`config.mk`:
```
export PLATFORM = sky130hd
export DESIGN_NAME = usb_func_addr
export DESIGN_NICKNAME = d
export VERILOG_FILES = /design/src/rtl/usb_func_addr_pkg.sv /design/src/rtl/ufa_cpu_port.sv /design/src/rtl/ufa_commit.sv /design/src/rtl/ufa_match.sv /design/src/rtl/usb_func_addr.sv
export SDC_FILE = /design/constraint.sdc
export NUM_CORES = 1
export LEC_CHECK = 0
export CAP_MARGIN = 10
export CORE_UTILIZATION = 35
export CTS_CLUSTER_DIAMETER = 200
export DETAILED_ROUTE_END_ITERATION = 8
export HOLD_SLACK_MARGIN = 0.03
export PLACE_DENSITY = 0.77
export SLEW_MARGIN = 10
export SYNTH_ARGS = -nofsm -noshare
export SYNTH_HDL_FRONTEND = slang
export SYNTH_SLANG_ARGS = --single-unit
```
`constraint.sdc`:
```
create_clock -name clk -period 1.05 [get_ports clk]
set_input_delay 0.2625 -clock clk [delete_from_list [all_inputs] [get_ports clk]]
set_output_delay 0.2625 -clock clk [all_outputs]
set_load 0.01 [all_outputs]
```
`src/rtl/usb_func_addr_pkg.sv`:
```
package usb_func_addr_pkg;

    localparam int unsigned FA_ADDR_W = 7;
    localparam int unsigned FA_REG_W  = 8;

    typedef logic [FA_ADDR_W-1:0] fa_addr_t;

    // both copies of the function address
    typedef struct packed {
        fa_addr_t staged;
        fa_addr_t live;
    } fa_state_t;

    // one cycle of requested update, decoded from the CPU port
    typedef struct packed {
        logic     stage_we;
        fa_addr_t stage_val;
    } fa_stage_req_t;

    function automatic fa_addr_t fa_take_addr(input logic [FA_REG_W-1:0] word);
        return word[FA_ADDR_W-1:0];
    endfunction

    function automatic logic [FA_REG_W-1:0] fa_read_word(input fa_addr_t a);
        return {{(FA_REG_W-FA_ADDR_W){1'b0}}, a};
    endfunction

endpackage

```
`src/rtl/ufa_cpu_port.sv`:
```
module ufa_cpu_port
    import usb_func_addr_pkg::*;
(
    input  logic                cpu_wr,
    input  logic [FA_REG_W-1:0] cpu_wdata,
    input  fa_addr_t            staged,
    output fa_stage_req_t       req,
    output logic [FA_REG_W-1:0] cpu_rdata
);
    // reserved upper bits are discarded on write
    logic unused_rsvd;
    assign unused_rsvd = ^cpu_wdata[FA_REG_W-1:FA_ADDR_W];

    always_comb begin
        req.stage_we  = cpu_wr;
        req.stage_val = fa_take_addr(cpu_wdata);
    end

    assign cpu_rdata = fa_read_word(staged);
endmodule

```
`src/rtl/ufa_commit.sv`:
```
module ufa_commit
    import usb_func_addr_pkg::*;
(
    input  logic          clk,
    input  logic          rst,
    input  logic          bus_reset,
    input  logic          commit,
    input  fa_stage_req_t req,
    output fa_state_t     st
);
    fa_state_t st_q, st_d;

    always_comb begin
        st_d = st_q;
        if (bus_reset) begin
            st_d.staged = '0;
            st_d.live   = '0;
        end else begin
            if (commit)       st_d.live   = st_q.staged;
            if (req.stage_we) st_d.staged = req.stage_val;
        end
    end

    always_ff @(posedge clk) begin
        if (rst) st_q <= '0;
        else     st_q <= st_d;
    end

    assign st = st_q;

    assert_write_stages_R2: assert property (@(posedge clk) disable iff (rst)
        (req.stage_we && !bus_reset) |=> (st_q.staged == $past(req.stage_val)));

    assert_live_holds_R3: assert property (@(posedge clk) disable iff (rst)
        (!commit && !bus_reset) |=> $stable(st_q.live));

    assert_commit_copies_R4: assert property (@(posedge clk) disable iff (rst)
        (commit && !bus_reset) |=> (st_q.live == $past(st_q.staged)));

    assert_bus_reset_clears_R7: assert property (@(posedge clk) disable iff (rst)
        bus_reset |=> (st_q.live == '0 && st_q.staged == '0));
endmodule

```
`src/rtl/ufa_match.sv`:
```
module ufa_match
    import usb_func_addr_pkg::*;
(
    input  logic     tok_valid,
    input  fa_addr_t tok_addr,
    input  fa_addr_t live,
    output logic     hit
);
    logic [FA_ADDR_W-1:0] bit_eq;

    for (genvar i = 0; i < FA_ADDR_W; i++) begin : g_cmp
        assign bit_eq[i] = ~(tok_addr[i] ^ live[i]);
    end

    assign hit = tok_valid & (&bit_eq);
endmodule

```
`src/rtl/usb_func_addr.sv`:
```
module usb_func_addr
    import usb_func_addr_pkg::*;
(
    input  logic                clk,
    input  logic                rst,
    input  logic                bus_reset_i,
    input  logic                cpu_wr_i,
    input  logic [FA_REG_W-1:0] cpu_wdata_i,
    output logic [FA_REG_W-1:0] cpu_rdata_o,
    input  logic                status_ack_i,
    input  logic                tok_valid_i,
    input  logic [FA_ADDR_W-1:0] tok_addr_i,
    output logic                addr_hit_o,
    output logic [FA_ADDR_W-1:0] live_addr_o
);
    fa_stage_req_t req;
    fa_state_t     st;

    ufa_cpu_port u_port (
        .cpu_wr    (cpu_wr_i),
        .cpu_wdata (cpu_wdata_i),
        .staged    (st.staged),
        .req       (req),
        .cpu_rdata (cpu_rdata_o)
    );

    ufa_commit u_commit (
        .clk       (clk),
        .rst       (rst),
        .bus_reset (bus_reset_i),
        .commit    (status_ack_i),
        .req       (req),
        .st        (st)
    );

    ufa_match u_match (
        .tok_valid (tok_valid_i),
        .tok_addr  (tok_addr_i),
        .live      (st.live),
        .hit       (addr_hit_o)
    );

    assign live_addr_o = st.live;

    assert_hit_needs_token_R8: assert property (@(posedge clk) disable iff (rst)
        addr_hit_o |-> (tok_valid_i && tok_addr_i == live_addr_o));
endmodule

```
==> flow_summary_export.csv, run 1 <==
group,metric,value,unit
status,outcome,"finished, violations left",
status,violations,"design-rule violations, negative setup slack",
routing,route.vias.total,593,
worst_setup_path,cp.arrival,1190,ps
placement,post-place-ws,-864,ps
hold_path,hold_class,"input port to flip-flop",
sta,rsz0062_at_grt,"yes",
routing,drt-initial-drc-count,8,
global_route,grt_max_degree,8,
global_route,track_usage,20.4,%
worst_setup_path,critPathLaunchType,"flip-flop",
logic_synthesis,postSynth.asyncResetShare,0,%
layout,multi_input_area,338,sq um
clock_network,clockBufferDepth,2,
logic_synthesis,synth_top_area_share,46.5,%
clock_network,ctsHtreeMaxLevel,1,
routing,routed-wl-met2,1040,um
clock_network,cts_hold_buffers,0,
clock_network,clkTransAtPathRegs,90,ps
logic_synthesis,synth_edf_count,0,
power,switchingPower,0.000261,W
power,p_seq_share,51.2,%
logic_synthesis,netlist_top_cells_count,"dfxtp_1 (14), mux2i_1 (14), nor2_1 (14)",
clock_network,clock_sinks,14,
routing,drcViolationCount,4,
sta,period_share,139,%
routing,m1WireLength,684,um
logic_synthesis,yosys.area_share.xor_xnor,10.2,%
logic_synthesis,ys_seq_elements,14,
logic_synthesis,yosys.area.top_type,"dfxtp_1",
worst_setup_path,cp_slowest_cell,"dfxtp_2",
logic_synthesis,yosys.area_share.simple,12.9,%
layout,diodes,0,
layout,syn_to_final_growth,93.4,%
layout,nNetsFinal,134,
clock_network,cts_root_buf,"clkbuf_4",
floorplan,rows,14,
routing,ant_nets,0,
logic_synthesis,netlist_instances,59,
sta,clock_skew,2.71,ps
logic_synthesis,ys.flop_type,"dfxtp_1",
sta,whs,582,ps
sta,max_freq,0.686,GHz
routing,wire_per_inst,14.5,um
layout,fin_util,74.8,%
logic_synthesis,synth_compound_area_share,0,%
power,pwr_density_cell,920,nW/um^2
job,drv_cap,0,
logic_synthesis,synth_area_leaders,"dfxtp_1 (46%), mux2i_1 (23%), xnor2_1 (10%)",
placement,io_buffers,34,
global_route,grt_pass1_wl,2820,um
logic_synthesis,synthesis.nets,80,
layout,largest_reg_flops,14,
hold_path,min_from,"cpu_wdata_i[3]",
layout,seqCellArea,297,sq um
worst_setup_path,crit_type,"flip-flop to output port",
worst_setup_path,slowest_delay,370,ps
clock_network,clk_latency,280,ps
routing,wl,1840,um
power,p_sw_share,24.3,%
worst_setup_path,startpoint,"u_commit.st[2]",
global_route,antenna_found_initial,0,
layout,nFillCells,118,
floorplan,die_h,43.5,um
logic_synthesis,synth.distinct_cells,11,
clock_network,cts_tree,"built",
routing,viasPerCell,4.67,
logic_synthesis,synth-seq-area-share,46.5,%
sta,setup_slack,-407,ps
floorplan,coreArea,1560,sq um
power,peakVddDrop,673,uV
logic_synthesis,synth_fa_ha_area_share,0,%
power,clockPowerShare,28.8,%
worst_setup_path,cp.required,790,ps
layout,drive_above_1_share,55.0,%
sta,setup_tns,-959,ps
power,intPower,0.000812,W
worst_setup_path,rr_startpoint,"u_commit.st[4]",
logic_synthesis,avgSynthCellArea,10.2,sq um
logic_synthesis,syn-cell-area,603,sq um
logic_synthesis,synth_top_family_by_area,"multiplexers",
power,p_leak,0.551,nW
sta,fin_crit,1460,ps
worst_setup_path,cp-end-kind,"output port",
floorplan,io_pins,37,
routing,wl_met3,94,um
worst_setup_path,crit_fanout,2,
global_route,grt_pass1_vias,672,
worst_setup_path,crit_chain,"xnor2_2, nand4_1, nor2_2, buf_2",
floorplan,design.die.area,1890,sq um
logic_synthesis,yosysWarnings,0,
placement,dpl.hpwl,1300,um
clock_network,cts_inserted_buffers,3,
floorplan,initial_core_util,38.7,%
sta,final-hold-violation-count,0,
power,p_total,0.00107,W
sta,maxSlewViolCount,0,
placement,gp_congestion,0.739,
floorplan,die_w,43.5,um
sta,setup_viol,9,
global_route,gr-total-overflow,0,
logic_synthesis,synthMuxAreaShare,23.2,%
power,comb_power_share,19.9,%
routing,firstDrtPassIters,5,
routing,top_layer,"met4",
final timing paths:
path / endpoint / slack [ps] / cells after the start
max: addr_hit_o / -410 / 4
min: u_commit.st[10] / 580 / 3
max reg2reg: u_commit.st[4] / 180 / 4
min reg2reg: u_commit.st[10] / 590 / 3
cells by family (layout without fill, tap and decap cells):
family,after synthesis,in the layout
XOR/XNOR,7,7
buffers and inverters,5,57
flip-flops,14,14
multiplexers,14,14
other,1,1
AND/OR/NAND/NOR,18,18
power groups by stage:
stage / sequential [W] / combinational, W / clock (W)
3_5_place_dp: 0.000560 / 0.000211 / 0
6_report: 0.000550 / 0.000214 / 0.000309
2_1_floorplan: 0.000567 / 0.0000762 / 0
3_3_place_gp: 0.000559 / 0.000207 / 0
5_1_grt: 0.000551 / 0.000230 / 0.000335
4_1_cts: 0.000549 / 0.000199 / 0.000304
cell type report:
class / instances / share of cell area, %
timing repair buffer: 54 / 42.0
multi-input combinational: 40 / 29.0
sequential: 14 / 25.4
clock buffer: 3 / 1.93
tap: 16 / 1.72
worst max-delay path: cells and delay by family, from the launching register on:
kind          cells  cell delay, ps
simple gates      2             280
buf+inv           1             140
flops             1             370
xor+xnor          1             120
what timing repair did:
action	in CTS	in global routing
setup endpoints to repair	15	10
pin swaps	7	6
buffers inserted	2	3
resized for setup	96	9
metrics by stage:
step / instances / cell area [sq um]
2_1_floorplan: 59 / 606
3_3_place_gp: 123 / 1080
3_5_place_dp: 123 / 1080
4_1_cts: 127 / 1120
5_1_grt: 127 / 1170
6_report: 127 / 1170
layer usage:
metal,up-vias,global-route usage (%)
li1,294,-
met1,277,22.8
met2,20,38.5
met3,2,3.33
met4,0,7.50
met5,-,0
layout by cell type (no fill, tap or decap), drive strengths merged:
cell type / instances
buf: 35
clkbuf: 3
clkdlybuf4s50: 12
conb: 1
dfxtp: 14
dlygate4sd2: 7
mux2i: 14
nand4: 2
nor2: 15
or2: 1
xnor2: 7
Note: power is estimated with default switching activity, not from simulation.
==> run 2: changes to the inputs <==
--- a/config.mk
+++ b/config.mk
@@ -6,6 +6,7 @@
 export NUM_CORES = 1
 export LEC_CHECK = 0
 export CAP_MARGIN = 10
+export CORE_MARGIN = 2
 export CORE_UTILIZATION = 35
 export CTS_CLUSTER_DIAMETER = 200
 export DETAILED_ROUTE_END_ITERATION = 8
==> run 2 against run 1 <==
  * The run ends with negative setup slack left
  * Sequential power about the same
  * Global-route usage shrank 2.2 points
  * Register-to-register slack gained 20 ps
  * Die area increased by 9.4%
  * Largest cell class unchanged
  * Power rose by 6.1%
  * Highest routed layer unchanged
  * Critical path depth did not move
  * Design area is 4.3% lower
==> flow_summary_export.csv, run 2 (synthesis results as in run 1) <==
group,metric,value,unit
routing,wire_per_inst,13.3,um
hold_path,hold_class,"flip-flop to flip-flop",
layout,nNetsFinal,132,
clock_network,clk_latency,280,ps
worst_setup_path,path_depth,4,
power,p_leak,0.532,nW
global_route,grt_max_degree,15,
worst_setup_path,r2r_end,"u_commit.st[3]",
placement,place_inst,121,
worst_setup_path,rr_startpoint,"u_commit.st[3]",
worst_setup_path,reg2reg_setup_slack,200,ps
layout,instances_no_fill,126,
layout,largest_reg_flops,14,
hold_path,min_from,"u_commit.st[11]",
layout,nFillCells,124,
worst_setup_path,cp.arrival,1150,ps
global_route,antenna_found_initial,0,
worst_setup_path,critPathLaunchType,"flip-flop",
worst_setup_path,cp_slowest_cell,"dfxtp_2",
status,outcome,"finished, violations left",
worst_setup_path,critical_path.top_delay_family,"flip-flops",
routing,viasPerCell,4.71,
layout,syn_to_final_growth,85.1,%
worst_setup_path,cp.required,790,ps
clock_network,ctsHtreeMaxLevel,1,
placement,gp_congestion,0.713,
clock_network,cts_hold_buffers,0,
layout,seqCellArea,298,sq um
worst_setup_path,crit_type,"flip-flop to output port",
sta,setup_slack,-359,ps
sta,whs,583,ps
floorplan,rows,14,
placement,io_buffers,34,
sta,period_share,134,%
worst_setup_path,rr_worst_depth,4,
layout,diodes,0,
sta,maxSlewViolCount,0,
layout,drive_above_1_share,50.0,%
status,violations,"negative setup slack",
worst_setup_path,cp-end-kind,"output port",
routing,drcViolationCount,0,
routing,ant_nets,0,
routing,drt-initial-drc-count,3,
layout,multi_input_area,295,sq um
clock_network,clkTransAtPathRegs,90,ps
power,peakVddDrop,803,uV
floorplan,coreArea,1560,sq um
routing,wl,1670,um
clock_network,cts_root_buf,"clkbuf_4",
floorplan,initial_core_util,38.7,%
routing,route.vias.total,593,
sta,fin_crit,1410,ps
global_route,grt_pass1_vias,552,
worst_setup_path,crit_chain,"xnor2_1, nand4_1, nor2_2, buf_2",
hold_path,hold_depth,3,
hold_path,min_delay_worst_endpoint,"u_commit.st[4]",
worst_setup_path,crit_fanout,2,
routing,firstDrtPassIters,2,
clock_network,clock_sinks,14,
global_route,gr-total-overflow,0,
worst_setup_path,slowest_delay,330,ps
clock_network,cts_tree,"built",
sta,final-hold-violation-count,0,
sta,max_freq,0.710,GHz
sta,clock_skew,2.31,ps
power,pwr_density_cell,1020,nW/um^2
sta,rsz0062_at_grt,"yes",
layout,final_cell_mix,"mux2i_1 (14), dfxtp_2 (14), nor2_1 (13)",
floorplan,die_w,45.5,um
job,drv_cap,0,
sta,setup_viol,8,
floorplan,die_h,45.5,um
placement,dpl.hpwl,1220,um
clock_network,clockBufferDepth,2,
global_route,track_usage,18.2,%
worst_setup_path,crit_buf_inv,1,
floorplan,io_pins,37,
global_route,grt_pass1_wl,2530,um
clock_network,cts_inserted_buffers,3,
power,p_total,0.00114,W
floorplan,design.die.area,2070,sq um
run 2: cell count changes in the layout (fill, tap and decap cells not counted), sizes merged:
cell / delta
buf: -2
clkbuf: +1
run 2: stage by stage:
stage                     setup TNS (ps)  setup slack (ps)  utilization [%]  area [sq um]
after detailed placement           -7140              -895             68.4          1070
final                               -781              -359             71.6          1120
after global routing               -1070              -407             71.6          1120
after CTS                           -824              -371             70.5          1100
after global placement             -6520              -865             68.4          1070
after floorplan                        0              2.92                -           606
run 2: routing by layer:
layer	track usage, %	part of all wire, %
met5	0	0
met4	8.82	1.7
met3	5.56	6.0
met2	31.3	55
met1	20.1	37
run 2: repair_timing:
| action | 4_1_cts | 5_1_grt |
|---|---|---|
| gates resized for setup | 94 | 3 |
| setup buffers | 1 | 2 |
| setup endpoints to repair | 28 | 13 |
| pin swaps | 9 | 1 |
run 2: worst max path at each step:
stage / startpoint / end
6_report: u_commit.st[6] / addr_hit_o
5_1_grt: u_commit.st[5] / addr_hit_o
4_1_cts: u_commit.st[0] / addr_hit_o
3_5_place_dp: tok_addr_i[1] / addr_hit_o
3_3_place_gp: tok_addr_i[6] / addr_hit_o
2_1_floorplan: u_commit.st[4] / addr_hit_o
run 2: final cells by class:
cell class              count  area share [%]
flip-flops and latches     14            26.7
well taps                  16            1.79
multi-input cells          40            26.5
repair buffers             52            41.8
clock buffers               4            3.25
run 2: worst register-to-register path, delay by kind of cell, from the launching register on:
kind / cells / cell delay, ps
mux: 1 / 120
simple gates: 1 / 50
flops: 1 / 340
buf+inv: 2 / 230
run 2: where the power goes:
part           switching, W  total, W  internal [W]
clock network      0.000183  0.000394      0.000211
registers        0.00000625  0.000549      0.000543
logic             0.0000713  0.000195      0.000123
total              0.000260   0.00114      0.000878
==> run 3: changes to the inputs <==
--- a/config.mk
+++ b/config.mk
@@ -6,12 +6,12 @@
 export NUM_CORES = 1
 export LEC_CHECK = 0
 export CAP_MARGIN = 10
-export CORE_MARGIN = 2
-export CORE_UTILIZATION = 35
+export CORE_AREA = 2 2 39 41
 export CTS_CLUSTER_DIAMETER = 200
 export DETAILED_ROUTE_END_ITERATION = 8
+export DIE_AREA = 0 0 41 43
+export DONT_BUFFER_PORTS = 1
 export HOLD_SLACK_MARGIN = 0.03
-export PLACE_DENSITY = 0.77
 export SLEW_MARGIN = 10
 export SYNTH_ARGS = -nofsm -noshare
 export SYNTH_HDL_FRONTEND = slang
==> run 3 against run 2 <==
  * Highest routed layer unchanged
  * Critical endpoint unchanged
  * Maximum frequency up 8.5%
  * Wire length is 33% lower
  * Power is 12% lower
  * Design area is 37% lower
  * The run still ends with negative setup slack left
  * Setup slack gained 110 ps
  * Hold slack worse by 450 ps
==> flow_summary_export.csv, run 3 (synthesis results as in run 1) <==
group,metric,value,unit
sta,max_freq,0.770,GHz
floorplan,initial_core_util,43.6,%
placement,io_buffers,0,
sta,clock_skew,0.152,ps
worst_setup_path,crit_chain,"xnor2_2, nand4_1, nor2_2",
clock_network,cts_setup_buffers,0,
global_route,grt_pass1_wl,1630,um
placement,gp_congestion,0.695,
sta,period_share,124,%
clock_network,cts_tree,"built",
layout,final_cell_mix,"mux2i_1 (14), nor2_1 (13), dfxtp_1 (8), buf_4 (6), dfxtp_2 (6)",
sta,tightest_slew,510,ps
clock_network,clockBufferDepth,2,
global_route,grt_max_degree,15,
power,p_leak,0.296,nW
routing,wire_per_inst,13.8,um
hold_path,hold_class,"input port to flip-flop",
worst_setup_path,startpoint,"u_commit.st[2]",
routing,drt-initial-drc-count,2,
floorplan,rows,14,
power,pwr_density_cell,1430,nW/um^2
power,p_total,0.00100,W
sta,fin_crit,1300,ps
global_route,antenna_found_initial,0,
routing,route.vias.total,413,
sta,setup_viol,1,
worst_setup_path,rr_startpoint,"u_commit.st[2]",
routing,viasPerCell,5.10,
sta,final-hold-violation-count,0,
clock_network,cts_inserted_buffers,3,
sta,setup_slack,-249,ps
power,peakVddDrop,1050,uV
placement,post-place-ws,-1.11,ps
clock_network,clkTransAtPathRegs,90,ps
job,drv_cap,0,
layout,diodes,0,
worst_setup_path,critPathLaunchType,"flip-flop",
worst_setup_path,cp-end-kind,"output port",
layout,drive_above_1_share,32.3,%
worst_setup_path,cp_slowest_cell,"dfxtp_2",
worst_setup_path,cp.arrival,1040,ps
routing,firstDrtPassIters,2,
layout,nNetsFinal,87,
placement,place_inst,77,
floorplan,die_h,43,um
routing,drcViolationCount,0,
layout,largest_reg_flops,14,
status,violations,"negative setup slack",
global_route,grt_pass1_vias,404,
clock_network,clock_sinks,14,
worst_setup_path,cp.required,790,ps
clock_network,cts_root_buf,"clkbuf_4",
worst_setup_path,crit_fanout,2,
clock_network,ctsHtreeMaxLevel,1,
clock_network,clk_latency,270,ps
sta,rsz0062_at_grt,"yes",
floorplan,design.die.area,1760,sq um
worst_setup_path,slowest_delay,340,ps
sta,slew-limit-headroom,66.0,%
global_route,track_usage,14.8,%
status,outcome,"finished, violations left",
worst_setup_path,crit_type,"flip-flop to output port",
floorplan,coreArea,1380,sq um
floorplan,die_w,41,um
layout,instances_no_fill,81,
hold_path,min_from,"cpu_wdata_i[0]",
sta,maxSlewViolCount,0,
layout,fin_util,50.6,%
layout,syn_to_final_growth,16.2,%
routing,wl,1120,um
global_route,gr-total-overflow,0,
layout,final_common_cell,"mux2i_1",
sta,whs,134,ps
floorplan,io_pins,37,
routing,ant_nets,0,
-- run 3: changes by cell type in the layout (fill, tap and decap cells not counted), moves of 6 or more --
cell	delta
buf_4	-6
buf_6	-11
dfxtp_1	+8
dlygate4sd2_1	-7
clkdlybuf4s50_1	-12
buf_2	-8
dfxtp_2	-8
-- run 3: worst max-delay path: cells and delay by family (launching register included) --
kind          cells  cell delay, ps
xor+xnor          1             120
flops             1             340
simple gates      2             300
-- run 3: layout make-up --
class / count / area, sq um
clock buffers: 4 / 36.3
flip-flops and latches: 14 / 288
multi-input cells: 40 / 300
repair buffers: 7 / 56.3
fillers: 133 / 683
well taps: 16 / 20.0
-- run 3: what timing repair did --
item / CTS / global route
hold buffers: 0 / 0
resized for setup: 4 / 5
setup endpoints to repair: 1 / 7
pin swaps: 7 / 4
endpoints found under the hold margin: 0 / 0
-- run 3: path summary, 6_finish.rpt --
kind                            cells after the start        endpoint  slack [ps]
worst max-delay path                                3      addr_hit_o        -250
worst max register to register                      3  u_commit.st[2]         270
worst min register to register                      2  u_commit.st[3]         580
worst min-delay path                                2  u_commit.st[7]         130
-- run 3: metal layers --
metal / global-route usage (%) / vias to the layer above / part of all wire (%)
li1: - / 203 / -
met1: 14.7 / 188 / 39
met2: 22.8 / 20 / 51
met3: 4.19 / 2 / 8.7
met4: 14.0 / 0 / 1.3
met5: 0 / - / 0
-- run 3: power breakdown --
group | internal, W | switching (W) | total (W)
registers | 0.000542 | 0.0000132 | 0.000555
logic | 0.0000398 | 0.0000259 | 0.0000657
clock network | 0.000211 | 0.000171 | 0.000382
total | 0.000792 | 0.000210 | 0.00100
-- run 3: stage by stage --
| stage | TNS (ps) | instance area [sq um] |
|---|---|---|
| final | -249 | 701 |
| after global routing | -353 | 701 |
| after global placement | 0 | 638 |
| after CTS | -282 | 686 |
| after detailed placement | -1.11 | 638 |
| after floorplan | 0 | 606 |
